$ cat src/rtl/ts_pkg.sv
package ts_pkg;
    localparam int AW   = 3;
    localparam int WD_W = 2;

    localparam logic [AW-1:0] A_C0_CMD = 3'd0;
    localparam logic [AW-1:0] A_DIV    = 3'd1;
    localparam logic [AW-1:0] A_C0_CNT = 3'd2;
    localparam logic [AW-1:0] A_C1_CMD = 3'd3;
    localparam logic [AW-1:0] A_C1_CNT = 3'd4;
    localparam logic [AW-1:0] A_ROUTE  = 3'd5;
    localparam logic [AW-1:0] A_SYNC   = 3'd6;

    localparam int BIT_START = 0;
    localparam int BIT_STOP  = 1;

    typedef enum logic {
        CH_IDLE = 1'b0,
        CH_RUN  = 1'b1
    } chan_state_e;
endpackage

$ cat src/rtl/ts_prescaler.sv
module ts_prescaler #(
    parameter int IDX_W = 2
) (
    input  logic             clk,
    input  logic             rst_n,
    input  logic             clear,
    input  logic             run,
    input  logic [IDX_W-1:0] div_idx,
    output logic             tick
);
    // largest divisor is 2 << (2*(2^IDX_W-1)); one spare bit keeps it representable
    localparam int PC_W = 2 * ((1 << IDX_W) - 1) + 2;

    logic [PC_W-1:0] pcnt;
    logic [PC_W-1:0] limit;

    always_comb begin
        limit = (PC_W'(2) << (2 * div_idx)) - PC_W'(1);
        tick  = run && (pcnt == limit);
    end

    always_ff @(posedge clk or negedge rst_n) begin
        if (!rst_n)
            pcnt <= '0;
        else if (clear || !run || tick)
            pcnt <= '0;
        else
            pcnt <= pcnt + PC_W'(1);
    end
endmodule

$ cat src/rtl/ts_channel.sv
module ts_channel
    import ts_pkg::*;
#(
    parameter int W = 16
) (
    input  logic         clk,
    input  logic         rst_n,
    input  logic         start,
    input  logic         stop,
    input  logic         sync,
    input  logic         tick,
    output logic         running,
    output logic [W-1:0] cnt,
    output logic         wave
);
    localparam logic [W-1:0] HALF = {1'b1, {(W-1){1'b0}}};

    chan_state_e state, state_nx;
    logic [W-1:0] cnt_nx;

    // state register
    always_ff @(posedge clk or negedge rst_n) begin
        if (!rst_n)
            state <= CH_IDLE;
        else
            state <= state_nx;
    end

    // transitions: START (idle->run), STOP (run->idle, stop has priority)
    always_comb begin
        state_nx = state;
        unique case (state)
            CH_IDLE: if (start && !stop) state_nx = CH_RUN;
            CH_RUN:  if (stop)           state_nx = CH_IDLE;
        endcase
    end

    assign running = (state == CH_RUN);
    assign cnt_nx  = cnt + W'(1);

    // outputs: count and compare-driven wave
    always_ff @(posedge clk or negedge rst_n) begin
        if (!rst_n) begin
            cnt  <= '0;
            wave <= 1'b1;
        end else if (sync) begin
            cnt  <= '0;
            wave <= 1'b1;
        end else if (running && tick) begin
            cnt <= cnt_nx;
            if (cnt_nx == '0)
                wave <= 1'b1;
            else if (cnt_nx == HALF)
                wave <= 1'b0;
        end
    end
endmodule

$ cat src/rtl/chained_timestamp.sv
module chained_timestamp
    import ts_pkg::*;
#(
    parameter int CH_W = 16,
    parameter int WIDE = 0
) (
    input  logic              clk,
    input  logic              rst_n,
    input  logic              wr_en,
    input  logic [2:0]        wr_addr,
    input  logic [1:0]        wr_data,
    input  logic [2:0]        rd_addr,
    output logic [2*CH_W-1:0] rd_data,
    output logic [1:0]        wave_out
);
    localparam int DATA_W = 2 * CH_W;
    localparam int C0_W   = (WIDE != 0) ? DATA_W : CH_W;

    logic [1:0]      div_idx_q;
    logic            route_q;
    logic            sync;
    logic            div_wr;
    logic            c0_start, c0_stop;
    logic            run0;
    logic            tick0;
    logic [C0_W-1:0] cnt0;
    logic [CH_W-1:0] cnt1;
    logic            wave0, wave1;

    assign sync     = wr_en && (wr_addr == A_SYNC)   && wr_data[0];
    assign div_wr   = wr_en && (wr_addr == A_DIV);
    assign c0_start = wr_en && (wr_addr == A_C0_CMD) && wr_data[BIT_START];
    assign c0_stop  = wr_en && (wr_addr == A_C0_CMD) && wr_data[BIT_STOP];

    always_ff @(posedge clk or negedge rst_n) begin
        if (!rst_n) begin
            div_idx_q <= '0;
            route_q   <= 1'b0;
        end else if (wr_en) begin
            if (wr_addr == A_DIV)   div_idx_q <= wr_data;
            if (wr_addr == A_ROUTE) route_q   <= wr_data[0];
        end
    end

    ts_prescaler #(.IDX_W(2)) u_presc (
        .clk     (clk),
        .rst_n   (rst_n),
        .clear   (sync || div_wr),
        .run     (run0),
        .div_idx (div_idx_q),
        .tick    (tick0)
    );

    ts_channel #(.W(C0_W)) u_ch0 (
        .clk     (clk),
        .rst_n   (rst_n),
        .start   (c0_start),
        .stop    (c0_stop),
        .sync    (sync),
        .tick    (tick0),
        .running (run0),
        .cnt     (cnt0),
        .wave    (wave0)
    );

    generate
        if (WIDE != 0) begin : g_wide
            assign cnt1  = '0;
            assign wave1 = 1'b0;
        end else begin : g_chain
            logic wave0_q;
            logic hi_tick;
            logic c1_start, c1_stop;
            logic run1;

            assign c1_start = wr_en && (wr_addr == A_C1_CMD) && wr_data[BIT_START];
            assign c1_stop  = wr_en && (wr_addr == A_C1_CMD) && wr_data[BIT_STOP];

            // rising edge of the routed wave, seen in the system clock domain
            always_ff @(posedge clk or negedge rst_n) begin
                if (!rst_n)
                    wave0_q <= 1'b1;
                else if (sync)
                    wave0_q <= 1'b1;
                else
                    wave0_q <= wave0;
            end
            assign hi_tick = route_q && wave0 && !wave0_q;

            ts_channel #(.W(CH_W)) u_ch1 (
                .clk     (clk),
                .rst_n   (rst_n),
                .start   (c1_start),
                .stop    (c1_stop),
                .sync    (sync),
                .tick    (hi_tick),
                .running (run1),
                .cnt     (cnt1),
                .wave    (wave1)
            );
        end
    endgenerate

    always_comb begin
        rd_data = '0;
        case (rd_addr)
            A_DIV:    rd_data = DATA_W'(div_idx_q);
            A_ROUTE:  rd_data = DATA_W'(route_q);
            A_C0_CNT: rd_data = DATA_W'(cnt0);
            A_C1_CNT: rd_data = DATA_W'(cnt1);
            default:  rd_data = '0;
        endcase
    end

    assign wave_out = {wave1, wave0};
endmodule

$ cat config.mk
export PLATFORM = sky130hd
export DESIGN_NAME = chained_timestamp
export DESIGN_NICKNAME = d
export VERILOG_FILES = /design/src/rtl/ts_pkg.sv /design/src/rtl/ts_prescaler.sv /design/src/rtl/ts_channel.sv /design/src/rtl/chained_timestamp.sv
export SDC_FILE = /design/constraint.sdc
export NUM_CORES = 1
export LEC_CHECK = 0
export BUFFER_PORTS_ARGS = -buffer_cell sky130_fd_sc_hd__buf_2
export CAP_MARGIN = 20
export CORE_ASPECT_RATIO = 1.4
export CORE_UTILIZATION = 50
export DETAILED_ROUTE_END_ITERATION = 8
export PLACE_DENSITY = 0.71
export SYNTH_ARGS = -nofsm -noshare
export SYNTH_HDL_FRONTEND = slang
export SYNTH_HIERARCHICAL = 1
export SYNTH_SLANG_ARGS = --single-unit
$ cat constraint.sdc
create_clock -name clk -period 6.9 [get_ports clk]
set_input_delay 0 -clock clk [delete_from_list [all_inputs] [get_ports clk]]
set_output_delay 0 -clock clk [all_outputs]
set_load 0.01 [all_outputs]
# --- Word-level counts from Yosys, hierarchy flattened ---
# Cells that the tools add are included.
op_classes:
  n_shift: 1
  n_mux: 21
  n_eq_ne: 11
  n_reduce_logical: 34
  bitwise_logic: 2
  n_addsub: 4
ops:
  columns: ["operator", "count"]
  rows:
  - ["16-bit 2-to-1 mux", 4]
  - ["16-bit case mux with 4 select lines", 1]
  - ["16-bit by 1-bit adder with 16-bit output (second input constant)", 2]
  - ["16-bit equality test (second input constant)", 2]
  - ["16-bit zero test", 2]
  - ["1-bit logical AND", 16]
  - ["1-bit 2-to-1 mux", 13]
  - ["3-bit equality test (second input constant)", 4]
  - ["8-bit by 1-bit adder with 8-bit output (second input constant)", 1]
  - ["8-bit equality test", 1]
  - ["8-bit 2-to-1 mux", 1]
  - ["2-bit AND reduction", 4]
  - ["2-bit by 3-bit << shifter with 8-bit output (first input constant)", 1]
  - ["8-bit by 2-bit subtractor with 8-bit output (second input constant)", 1]
  - ["3-bit by 1-bit equality test with 1-bit output (second input constant)", 2]
  - ["3-bit by 2-bit equality test with 1-bit output (second input constant)", 2]
  - ["3-bit nonzero test", 2]
  - ["1-bit zero test", 4]
  - ["1-bit case mux with 2 select lines", 2]
  - ["2-bit nonzero test", 2]
  - ["3-bit zero test", 1]
  - ["1-bit logical OR", 3]
  - ["1-bit inverter", 2]
totals:
  in_bits: 11
  ff_bits: 48
  word_cells: 83

# --- Longest topological paths before layout ---
logic_depth:
  ltp_word: 7
  mapped_depth: 11
  ltp_nobuf: 10

# --- Hierarchy ---
# The synthesis kept the hierarchy.
by_module_without_submodules:
  columns: ["mod", "cells_each", "area_per_inst_um2", "instances"]
  rows:
  - ["ts_channel", 131, 1164.9, 2]
  - ["chained_timestamp", 105, 810.8, 1]
  - ["ts_prescaler", 49, 462.9, 1]

# --- Least setup slack after synthesis ---
# Ideal clock, no wire load.
synth_path:
  path_kind: "register -> register"
  start: "reg div_idx_q[1]"
  end: "reg u_ch0.cnt[10]"
  synth_period_minus_slack_ns: 2.736
  path_stages_with_launch: 12
  path_slack_ns: 4.164
  required_ns: 6.822
  setup_ns: 0.078
  arrival_ns: 2.658
  path_buffers: 2
  path_cell_list: "dfrtp_1 or2_2 ha_1 xnor2_1 nor4_1 o31a_2 buf_6 and2_1 clkbuf_1 nand2_1 or3_1 a21oi_1"
synth_via:
  elab_chain_len: 6
synth_rtl:
  columns: ["item", "line", "source"]
  rows:
  - ["start, declared", "chained_timestamp.sv:19", "logic [1:0] div_idx_q;"]
  - ["start signal, assigned", "chained_timestamp.sv:40", "if (wr_addr == A_DIV) div_idx_q <= wr_data;"]
  - ["2-bit by 3-bit << shifter with 8-bit output", "ts_prescaler.sv:18", "limit = (PC_W'(2) << (2 * div_idx)) - PC_W'(1);"]
  - ["8-bit by 2-bit subtractor with 8-bit output", "ts_prescaler.sv:18", null]
  - ["8-bit equality test", "ts_prescaler.sv:19", "tick = run && (pcnt == limit);"]
  - ["1-bit logical AND", "ts_prescaler.sv:19", null]
  - ["net tick0", "chained_timestamp.sv:25", "logic tick0;"]
  - ["1-bit logical AND", "ts_channel.sv:49", "end else if (running && tick) begin"]
  - ["2-bit nonzero test (no source line)", null, null]
  - ["end signal, assigned", "ts_channel.sv:50", "cnt <= cnt_nx;"]
  - ["end, declared", "ts_channel.sv:13", "output logic [W-1:0] cnt,"]
# The timed path passes the listed nets, and every way through them passes these cells.
# A chain may end at the register's enable or synchronous reset.

# --- Worst setup path in the final report ---
layout_path:
  start: "reg div_idx_q[1]"
  end: "reg u_ch0.wave"
layout_via:
  elab_chain_len: 7
layout_rtl:
  columns: ["item", "line", "source"]
  rows:
  - ["2-bit by 3-bit << shifter with 8-bit output", "ts_prescaler.sv:18", null]
  - ["8-bit by 2-bit subtractor with 8-bit output", "ts_prescaler.sv:18", null]
  - ["8-bit equality test", "ts_prescaler.sv:19", null]
  - ["1-bit logical AND", "ts_prescaler.sv:19", null]
  - ["net tick0", "chained_timestamp.sv:25", null]
  - ["1-bit logical AND", "ts_channel.sv:49", null]
  - ["2-bit nonzero test (no source line)", null, null]
  - ["2-bit AND reduction (no source line)", null, null]
  - ["end signal, assigned", "ts_channel.sv:48", "wave <= 1'b1;"]
  - ["end signal, assigned", "ts_channel.sv:52", "wave <= 1'b1;"]
  - ["end signal, assigned", "ts_channel.sv:54", "wave <= 1'b0;"]
  - ["end, declared", "ts_channel.sv:14", "output logic wave"]
# The timed path passes the listed nets, and every way through them passes these cells.

==> qor.csv <==
stage,metric,value,unit
run_status,status,"complete, no violations",
detailed_routing,wl,7.723,mm
timing,rsz0062_at_grt,false,
detailed_routing,vias_per_cell,5.613,
synth,syn_area_per_cell,8.662,sq um
timing,finalHoldViolations,0,
clocking,clockRootBuffer,clkbuf_8,
global_route,track_usage,0.2161,
timing,slew_violations,0,
clocking,cts-resized-gates,0,
clocking,clock_latency,0.31,ns
cells_and_area,area_growth,6.354,%
die,die_h,102.4,microns
die,dieArea,7555,sq um
synth,ys_ff_latch,48,
global_route,grt_pass1_vias,2784,
power,power,0.0009112,W
clocking,clkSinkCount,48,
worst_setup_path,cp_data_arrival_time,3.31,ns
detailed_routing,dr.pass1.iters,4,
die,core_area,6982,sq um
cells_and_area,fillers,671,
detailed_routing,drcViolationCount,0,
timing,holdWs,0.01152,ns
cells_and_area,regArea,1205,sq um
cells_and_area,antenna_cells,0,
worst_setup_path,cp-start-kind,register,
timing,finalSetupViolCount,0,
place,io_buffers,28,
power,p_leak,1.492,nW
timing,fin_skew,0.007396,ns
power,p_per_area,237.8,nW/um^2
global_route,grt_first_pass_wirelength,12.81,mm
die,start_util,0.5161,
cells_and_area,nets,446,
worst_hold_path,min_path_type,primary input to register,
clocking,clk_pin_slew_worst_paths,0.10,ns
power,vdd_drop_max,134.4,uV
clocking,cts_tree,yes,
worst_setup_path,end_kind,register,
clocking,cts_buffers,5,
die,rows,36,
place,place_congestion,0.8714,
die,io_pins,45,
detailed_routing,routedWlPerCell,14.71,microns
synth,synth-seq-area-share,0.3344,
synth,synth-main-ff-cell,dfrtp_1,
flow_run,drv_cap,0,
detailed_routing,vias,2947,
cells_and_area,drive_above_1_share,0.1349,
synth,yosys_warnings,6,
cells_and_area,most-common-layout-cells,"nor2_1 (51), dfrtp_1 (45), nand2_1 (36)",
synth,async_reset_ff_frac,1.000,
cells_and_area,layout_commonest_cell,nor2_1,
timing,period_minus_slack,3.075,ns
clocking,h-tree-depth,2,
cells_and_area,multi_input_area,2182,sq um
global_route,overflow,0,
timing,finalCritPeriodShare,0.4456,
detailed_routing,drt_iter0_markers,173,
timing,fin_tns_setup,0,ns
synth,synth_edf_count,0,
synth,synth_cell_types,50,
global_route,antenna_found_initial,0,
synth,netlist_area,3603,sq um
worst_setup_path,crit_type,register to register,
worst_setup_path,cp.required,7.13,ns
place,dp_hpwl,5.500,mm
clocking,clockBufferDepth,2,
detailed_routing,ant_nets,0,
die,die_w,73.75,microns
synth,syn_inst,416,
worst_setup_path,path_max_fanout,11,
global_route,grt_max_degree,49,
timing,fmax,325.2,MHz
[cells by family after synthesis]
| family | Yosys count | share of synthesized area |
|---|---|---|
| DFF | 48 | 0.3344 |
| and+or+nand+nor | 209 | 0.3319 |
| muxes | 8 | 0.02465 |
| adders and majority gates | 6 | 0.02083 |
| AOI/OAI and AO/OA | 61 | 0.1160 |
| buffers and inverters | 44 | 0.07639 |
| other | 1 | 0.001041 |
| xor gates and xnor gates | 39 | 0.09479 |
[worst paths after layout]
check | from | to | slack [ns] | cells after the start
min in group asynchronous | rst_n | g_chain.u_ch1/cnt[14]$_DFFE_PN0P_ | 0.09 | 2
setup reg to reg | div_idx_q[1]$_DFFE_PN0P_ | u_ch0/wave$_DFFE_PN1P_ | 3.83 | 10
hold reg to reg | u_presc/pcnt[0]$_DFF_PN0_ | u_presc/pcnt[0]$_DFF_PN0_ | 0.52 | 1
setup / recovery | div_idx_q[1]$_DFFE_PN0P_ | u_ch0/wave$_DFFE_PN1P_ | 3.83 | 10
max in group asynchronous | rst_n | u_ch0/wave$_DFFE_PN1P_ | 6.25 | 3
hold / removal | wr_data[0] | route_q$_DFFE_PN0P_ | 0.01 | 2
[per-stage QoR]
step | cell area [sq um] | instances | utilization | setup slack (ns)
global route | 3832 | 525 | 0.5489 | 3.578
finish | 3832 | 525 | 0.5489 | 3.825
CTS | 3812 | 524 | 0.5461 | 3.839
detailed placement | 3661 | 513 | 0.5244 | 3.859
floorplan | 3660 | 431 | - | 4.164
global placement | 3661 | 513 | 0.5244 | 3.979
[per-layer routing]
layer	up-vias	track usage	part of all wire
met4	0	0.07840	0.018
met1	1425	0.2519	0.43
li1	1457	-	-
met5	-	0	0
met3	13	0.02663	0.025
met2	52	0.3987	0.52
[power breakdown]
| part | leakage, nW | switching, W | internal (W) |
|---|---|---|---|
| Combinational | 0.813 | 0.000120 | 0.000119 |
| Clock | 0.0614 | 0.000100 | 0.000119 |
| Sequential | 0.618 | 0.000113 | 0.000339 |
| Total | 1.49 | 0.000334 | 0.000577 |
[timing repair]
action	CTS	global route
endpoints found under the hold margin	47	0
hold buffers	3	0
buffers inserted	0	0
[area by class of cell]
type	instances	area share
multi-input combinational	339	0.5694
sequential	48	0.3144
timing repair buffer	33	0.05158
tap	95	0.03102
clock buffer	6	0.02155
clock inverter	2	0.01012
inverter	2	0.001959
[registers in the layout (all words and copies together) (netlist names)]
name	count
u_ch0/wave	1
g_chain.u_ch1/running	1
g_chain.u_ch1/cnt	16
g_chain.u_ch1/wave	1
u_ch0/running	1
g_chain.wave0_q	1
u_ch0/cnt	16
route_q	1
u_presc/pcnt	8
div_idx_q	2
[synthesized netlist by cell type (all sizes together), types with 9 or more instances]
cell type | count | area (sq um)
xor2 | 17 | 148.9
nor3 | 20 | 100.1
buf | 30 | 222.7
and2 | 9 | 56.30
nand3 | 21 | 140.1
dfrtp | 45 | 1126
clkbuf | 12 | 45.04
a21oi | 26 | 130.1
nand2 | 36 | 135.1
xnor2 | 22 | 192.7
nand3b | 28 | 210.2
nor2 | 52 | 195.2
o21ai | 12 | 60.06
[critical path, stage by stage (launching register included)]
cell and delay [ns]:
dfrtp_1 0.44, or2_2 0.33, ha_1 0.31, xnor2_1 0.13, nor4_1 0.27, o31a_2 0.29, and2_1 0.41, nand2_1 0.10
a221oi_1 0.29, a21boi_1 0.11, a311o_1 0.33
Power figures use the tool's default switching activity.
